==> src/rtl/bitproc_pkg.sv <==
package bitproc_pkg;
  localparam int BA_W = 8;
  localparam int SPACE_BITS = 2 ** BA_W;
  localparam logic [BA_W-1:0] CARRY_ADDR = 8'hD7;
  localparam int PORT_BASE = 128;
  localparam int PORT_STRIDE = 16;

  typedef enum logic [4:0] {
    OP_MOV_C_B  = 5'd0,
    OP_MOV_B_C  = 5'd1,
    OP_SET_B    = 5'd2,
    OP_CLR_B    = 5'd3,
    OP_CPL_B    = 5'd4,
    OP_SET_C    = 5'd5,
    OP_CLR_C    = 5'd6,
    OP_CPL_C    = 5'd7,
    OP_AND_B    = 5'd8,
    OP_AND_NB   = 5'd9,
    OP_OR_B     = 5'd10,
    OP_OR_NB    = 5'd11,
    OP_JMP_C    = 5'd12,
    OP_JMP_NC   = 5'd13,
    OP_JMP_B    = 5'd14,
    OP_JMP_NB   = 5'd15,
    OP_JMP_BCLR = 5'd16
  } bit_op_e;
endpackage

==> src/rtl/bitproc_store.sv <==
module bitproc_store
  import bitproc_pkg::*;
#(
  parameter int N_PORTS = 4
) (
  input  logic                 clk,
  input  logic                 rst,
  input  logic [BA_W-1:0]      rd_addr,
  input  logic                 wr_en,
  input  logic [BA_W-1:0]      wr_addr,
  input  logic                 wr_val,
  output logic                 rd_bit,
  output logic                 carry,
  output logic [N_PORTS*8-1:0] port_bytes
);
  localparam int BYTES = SPACE_BITS / 8;
  localparam int IDX_W = BA_W - 3;

  logic [SPACE_BITS-1:0] space;

  for (genvar g = 0; g < BYTES; g++) begin : g_byte
    logic [7:0] q;
    logic       hit;
    logic [7:0] mask;
    assign hit  = wr_en && (wr_addr[BA_W-1:3] == IDX_W'(g));
    assign mask = 8'(1) << wr_addr[2:0];
    always_ff @(posedge clk) begin
      if (rst) begin
        q <= '0;
      end else if (hit) begin
        q <= wr_val ? (q | mask) : (q & ~mask);
      end
    end
    assign space[g*8 +: 8] = q;
  end

  assign rd_bit = space[rd_addr];
  assign carry  = space[CARRY_ADDR];

  for (genvar p = 0; p < N_PORTS; p++) begin : g_port
    assign port_bytes[p*8 +: 8] = space[PORT_BASE + p*PORT_STRIDE +: 8];
  end
endmodule

==> src/rtl/bitproc_alu.sv <==
module bitproc_alu
  import bitproc_pkg::*;
(
  input  logic [4:0]      op_code,
  input  logic [BA_W-1:0] bit_addr,
  input  logic            cur_bit,
  input  logic            cur_carry,
  output logic            wr_req,
  output logic [BA_W-1:0] wr_addr,
  output logic            wr_val,
  output logic            cond
);
  always_comb begin
    wr_req  = 1'b0;
    wr_addr = bit_addr;
    wr_val  = 1'b0;
    cond    = 1'b0;
    case (op_code)
      OP_MOV_C_B:  begin wr_req = 1'b1; wr_addr = CARRY_ADDR; wr_val = cur_bit; end
      OP_MOV_B_C:  begin wr_req = 1'b1; wr_val = cur_carry; end
      OP_SET_B:    begin wr_req = 1'b1; wr_val = 1'b1; end
      OP_CLR_B:    begin wr_req = 1'b1; wr_val = 1'b0; end
      OP_CPL_B:    begin wr_req = 1'b1; wr_val = ~cur_bit; end
      OP_SET_C:    begin wr_req = 1'b1; wr_addr = CARRY_ADDR; wr_val = 1'b1; end
      OP_CLR_C:    begin wr_req = 1'b1; wr_addr = CARRY_ADDR; wr_val = 1'b0; end
      OP_CPL_C:    begin wr_req = 1'b1; wr_addr = CARRY_ADDR; wr_val = ~cur_carry; end
      OP_AND_B:    begin wr_req = 1'b1; wr_addr = CARRY_ADDR; wr_val = cur_carry & cur_bit; end
      OP_AND_NB:   begin wr_req = 1'b1; wr_addr = CARRY_ADDR; wr_val = cur_carry & ~cur_bit; end
      OP_OR_B:     begin wr_req = 1'b1; wr_addr = CARRY_ADDR; wr_val = cur_carry | cur_bit; end
      OP_OR_NB:    begin wr_req = 1'b1; wr_addr = CARRY_ADDR; wr_val = cur_carry | ~cur_bit; end
      OP_JMP_C:    cond = cur_carry;
      OP_JMP_NC:   cond = ~cur_carry;
      OP_JMP_B:    cond = cur_bit;
      OP_JMP_NB:   cond = ~cur_bit;
      OP_JMP_BCLR: begin cond = cur_bit; wr_req = cur_bit; wr_val = 1'b0; end
      default:     ;
    endcase
  end
endmodule

==> src/rtl/bitproc_branch.sv <==
module bitproc_branch #(
  parameter int PC_W  = 16,
  parameter int OFF_W = 8
) (
  input  logic [PC_W-1:0]  next_pc,
  input  logic [OFF_W-1:0] rel_off,
  output logic [PC_W-1:0]  target
);
  localparam int EXT_W = PC_W - OFF_W;
  logic [PC_W-1:0] off_ext;
  assign off_ext = {{EXT_W{rel_off[OFF_W-1]}}, rel_off};
  assign target  = next_pc + off_ext;
endmodule

==> src/rtl/bitproc_unit.sv <==
module bitproc_unit
  import bitproc_pkg::*;
#(
  parameter int PC_W    = 16,
  parameter int N_PORTS = 4
) (
  input  logic                 clk,
  input  logic                 rst,
  input  logic                 op_valid,
  output logic                 op_ready,
  input  logic [4:0]           op_code,
  input  logic [BA_W-1:0]      bit_addr,
  input  logic [7:0]           rel_off,
  input  logic [PC_W-1:0]      next_pc,
  output logic                 done,
  output logic                 taken,
  output logic [PC_W-1:0]      target,
  output logic                 carry,
  output logic                 wb_en,
  output logic [BA_W-1:0]      wb_addr,
  output logic                 wb_value,
  output logic [N_PORTS*8-1:0] port_out
);
  logic            ready_q;
  logic            accept;
  logic            cur_bit;
  logic            alu_wr;
  logic [BA_W-1:0] alu_addr;
  logic            alu_val;
  logic            alu_cond;
  logic [PC_W-1:0] tgt_next;

  assign op_ready = ready_q;
  assign accept   = op_valid && ready_q;

  always_ff @(posedge clk) begin
    ready_q <= !rst;
  end

  bitproc_store #(.N_PORTS(N_PORTS)) u_store (
    .clk       (clk),
    .rst       (rst),
    .rd_addr   (bit_addr),
    .wr_en     (accept && alu_wr),
    .wr_addr   (alu_addr),
    .wr_val    (alu_val),
    .rd_bit    (cur_bit),
    .carry     (carry),
    .port_bytes(port_out)
  );

  bitproc_alu u_alu (
    .op_code  (op_code),
    .bit_addr (bit_addr),
    .cur_bit  (cur_bit),
    .cur_carry(carry),
    .wr_req   (alu_wr),
    .wr_addr  (alu_addr),
    .wr_val   (alu_val),
    .cond     (alu_cond)
  );

  bitproc_branch #(.PC_W(PC_W), .OFF_W(8)) u_branch (
    .next_pc(next_pc),
    .rel_off(rel_off),
    .target (tgt_next)
  );

  always_ff @(posedge clk) begin
    if (rst) begin
      done     <= 1'b0;
      taken    <= 1'b0;
      target   <= '0;
      wb_en    <= 1'b0;
      wb_addr  <= '0;
      wb_value <= 1'b0;
    end else begin
      done  <= accept;
      taken <= accept && alu_cond;
      wb_en <= accept && alu_wr;
      if (accept) begin
        target   <= tgt_next;
        wb_addr  <= alu_addr;
        wb_value <= alu_val;
      end
    end
  end
endmodule

==> config.mk <==
export PLATFORM = sky130hd
export DESIGN_NAME = bitproc_unit
export DESIGN_NICKNAME = d
export VERILOG_FILES = /design/src/rtl/bitproc_pkg.sv /design/src/rtl/bitproc_store.sv /design/src/rtl/bitproc_alu.sv /design/src/rtl/bitproc_branch.sv /design/src/rtl/bitproc_unit.sv
export SDC_FILE = /design/constraint.sdc
export NUM_CORES = 1
export LEC_CHECK = 0
export BUFFER_PORTS_ARGS = -buffer_cell sky130_fd_sc_hd__buf_4
export CORE_UTILIZATION = 55
export CTS_BUF_LIST = sky130_fd_sc_hd__clkbuf_16
export CTS_CLUSTER_DIAMETER = 30
export CTS_CLUSTER_SIZE = 20
export DETAILED_ROUTE_END_ITERATION = 12
export PLACE_DENSITY = 0.74
export SLEW_MARGIN = 25
export SYNTH_ARGS = -nofsm -noshare
export SYNTH_HDL_FRONTEND = slang
export SYNTH_SLANG_ARGS = --single-unit
==> constraint.sdc <==
create_clock -name clk -period 8.7 [get_ports clk]
set_input_delay 1.305 -clock clk [delete_from_list [all_inputs] [get_ports clk]]
set_output_delay 1.305 -clock clk [all_outputs]
set_load 0.01 [all_outputs]
==> flow_summary.json <==
{
  "synth_cell_types": 54,
  "die_w_um": 168,
  "maxCapViolations": 0,
  "critPathArrivalTime_ns": 5.95,
  "wirelength_um": 45400,
  "gr-usage-all-layers_pct": 31.7,
  "worstPathRequired_ns": 9.16,
  "synth_flop_cell": "dfxtp_1",
  "max_slew.worst_pin.slew_ns": 1.10,
  "cts_setup_buffers": 0,
  "via_per_inst": 6.37,
  "grt_max_degree": 116,
  "setup_viol": 0,
  "outcome": "finished clean",
  "syn_to_final_growth_pct": 18.2,
  "clock-skew-final_ns": 0.0148,
  "yosysMostFrequentCell": "nand2_1",
  "final_antenna_net_count": 0,
  "cts-root-buf": "clkbuf_16",
  "rsz0062_at_grt": "no",
  "clk_pin_slew_worst_paths_ns": 0.05,
  "seq_area_um2": 5710,
  "end_kind": "flip-flop",
  "cp-start-kind": "primary input",
  "use_met1_pct": 41.8,
  "yosys-top-cells-area": "dfxtp_1 38%, mux2i_1 19%, nand2_1 7.7%, nand3_1 7.0%, mux4_2 6.4%",
  "drive_gt1_share_pct": 17.0,
  "drc": 0,
  "syn-num-nets": 1734,
  "total_power_w": 0.00402,
  "first_iter_violations": 1401,
  "min_path_type": "reg -> reg",
  "io_pins": 102,
  "path_max_fanout": 115,
  "synth_area_leader_cell": "dfxtp_1",
  "gr-usage-met3_pct": 5.81,
  "syn-instance-count": 1678,
  "synth_area_um2": 15200,
  "die_area_um2": 28200,
  "setup_tns_ns": 0,
  "synth_top_cell_area_share_pct": 37.6,
  "path_class": "in -> reg",
  "clkLatencyLatePin_ns": 0.57,
  "cts.path.max_buffers": 3,
  "cts_made_buffers": 60,
  "avgRoutedWirePerCell_um": 21.6,
  "fmax_ghz": 0.182,
  "filler_cell_count": 2124,
  "vias": 13412,
  "ir_drop_mv": 0.192,
  "fp.coreArea_um2": 27000,
  "multi_input_area_um2": 8590,
  "dr.pass1.iters": 7,
  "cts_resized": 0,
  "cts_hold_buffers": 0,
  "h-tree-depth": 2,
  "numClockSinks": 285,
  "die_h_um": 168,
  "synth-edff-count": 0,
  "cts_tree": "built",
  "seq_area_frac_synth_pct": 37.6,
  "min_period_ns": 5.49,
  "ys_async_sr_fraction_pct": 0,
  "initial_core_util_pct": 56.1,
  "report.final.slew_viol_count": 0,
  "timing.final.crit_share_pct": 63.1,
  "syn_avg_cell_area_um2": 9.03,
  "ys_top_cells_by_count": "311 x nand2_1, 294 x mux2i_1, 285 x dfxtp_1",
  "yosys_warnings": 0,
  "grt-busiest-layer": "met2",
  "overflow": 0,
  "gp_congestion": 0.966,
  "ys_seq_elements": 285,
  "antenna_found_initial": 1,
  "hold_viol": 0,
  "hpwl_um": 27700,
  "powerDensity_nw_per_um2": 225,
  "p_leak_nw": 7.84,
  "core.rowCount": 60,
  "grt_pass1_wl_um": 70600,
  "slew_headroom_pct": 26.3,
  "finalNetCount": 1766,
  "io_buffers": 101,
  "use_met2_pct": 49.8,
  "grt_pass1_vias": 12845
}
layout by cell type, fill, tap and decap left out, types with 3 or more instances in the layout:
cell type | Yosys | routed
a221oi_1 | 3 | 3
nand2_1 | 311 | 310
buf_4 | 8 | 125
nand3_1 | 211 | 211
and2_1 | 4 | 4
xnor2_1 | 12 | 12
nor4_1 | 27 | 27
a22oi_1 | 26 | 26
clkinv_2 | 0 | 10
mux2i_1 | 294 | 294
dfxtp_1 | 285 | 285
clkbuf_16 | 0 | 62
nor3_1 | 11 | 10
clkinvlp_4 | 0 | 11
nor2_1 | 84 | 80
a21o_1 | 4 | 4
ha_1 | 15 | 15
nand2b_1 | 5 | 5
clkinv_4 | 0 | 8
mux4_2 | 43 | 43
nor2b_1 | 10 | 9
inv_1 | 13 | 17
bufinv_16 | 0 | 11
o21ai_0 | 16 | 16
nand4_1 | 30 | 30
o311ai_0 | 16 | 16
a21oi_1 | 39 | 39
mux2_2 | 3 | 3
a211oi_1 | 6 | 6
and3_1 | 8 | 8
clkinv_1 | 1 | 7
o41ai_2 | 13 | 13
area by class of cell:
class / instances / area share (%)
diodes: 1 / 0.0140
clock buffers: 62 / 8.66
clock inverters: 52 / 3.30
inverters: 14 / 0.321
multi-input cells: 1222 / 48.0
flip-flops and latches: 285 / 31.9
well taps: 341 / 2.38
repair buffers: 127 / 5.51
per-layer routing:
layer | wire length (um) | vias up
li1 | - | 6102
met1 | 18600 | 6507
met2 | 20800 | 656
met3 | 3890 | 147
met4 | 2040 | 0
met5 | 0 | -
through the flow:
| stage | util, % | instance area [um^2] | setup slack, ns | hold slack (ns) | std cells |
|---|---|---|---|---|---|
| 2_1_floorplan | - | 15200 | 4.77 | 0.432 | 1678 |
| 3_3_place_gp | 58.2 | 15700 | 2.56 | 0.439 | 1988 |
| 4_1_cts | 66.1 | 17900 | 3.06 | 0.454 | 2102 |
| 3_5_place_dp | 58.2 | 15700 | 2.50 | 0.444 | 1988 |
| 5_1_grt | 66.3 | 17900 | 2.85 | 0.469 | 2103 |
| 6_report | 66.3 | 17900 | 3.21 | 0.451 | 2104 |
worst max-delay path, stage by stage:
cell and delay [ns]:
buf_4 0.63, buf_4 0.40, mux4_2 0.53, mux2i_1 0.36, nor2_1 0.13, a2111oi_0 0.34
nor4_1 0.19, a21o_1 0.24, a211oi_2 0.29, nand2_4 0.56, buf_12 0.49, o41ai_2 0.37
logic make-up (layout without fill, tap and decap cells):
family          Yosys count  count (layout)  share of synthesized area (%)
buf+inv                 171             255                           5.94
compound gates          145             145                           7.36
xor+xnor                 13              13                          0.751
fa+ha+maj                16              16                           1.37
simple gates            708             708                           20.9
other cells               0               1                              0
flops                   285             285                           37.6
mux                     340             340                           26.0
path summary, 6_finish.rpt:
check              start          to  slack (ns)  cells after the start
max reg2reg    flip-flop   flip-flop        4.57                     10
min           target[10]  target[10]        0.45                      2
min reg2reg   target[10]  target[10]        0.45                      2
max          bit_addr[0]   flip-flop        3.21                     12
where the power goes:
group / switching (W) / leakage (nW) / internal (W)
clock: 0.000760 / 1.04 / 0.00162
combinational: 0.000231 / 4.50 / 0.0000922
sequential: 0.00000487 / 2.30 / 0.00132
total: 0.000996 / 7.84 / 0.00303
Note: power is estimated with default switching activity, not from simulation.
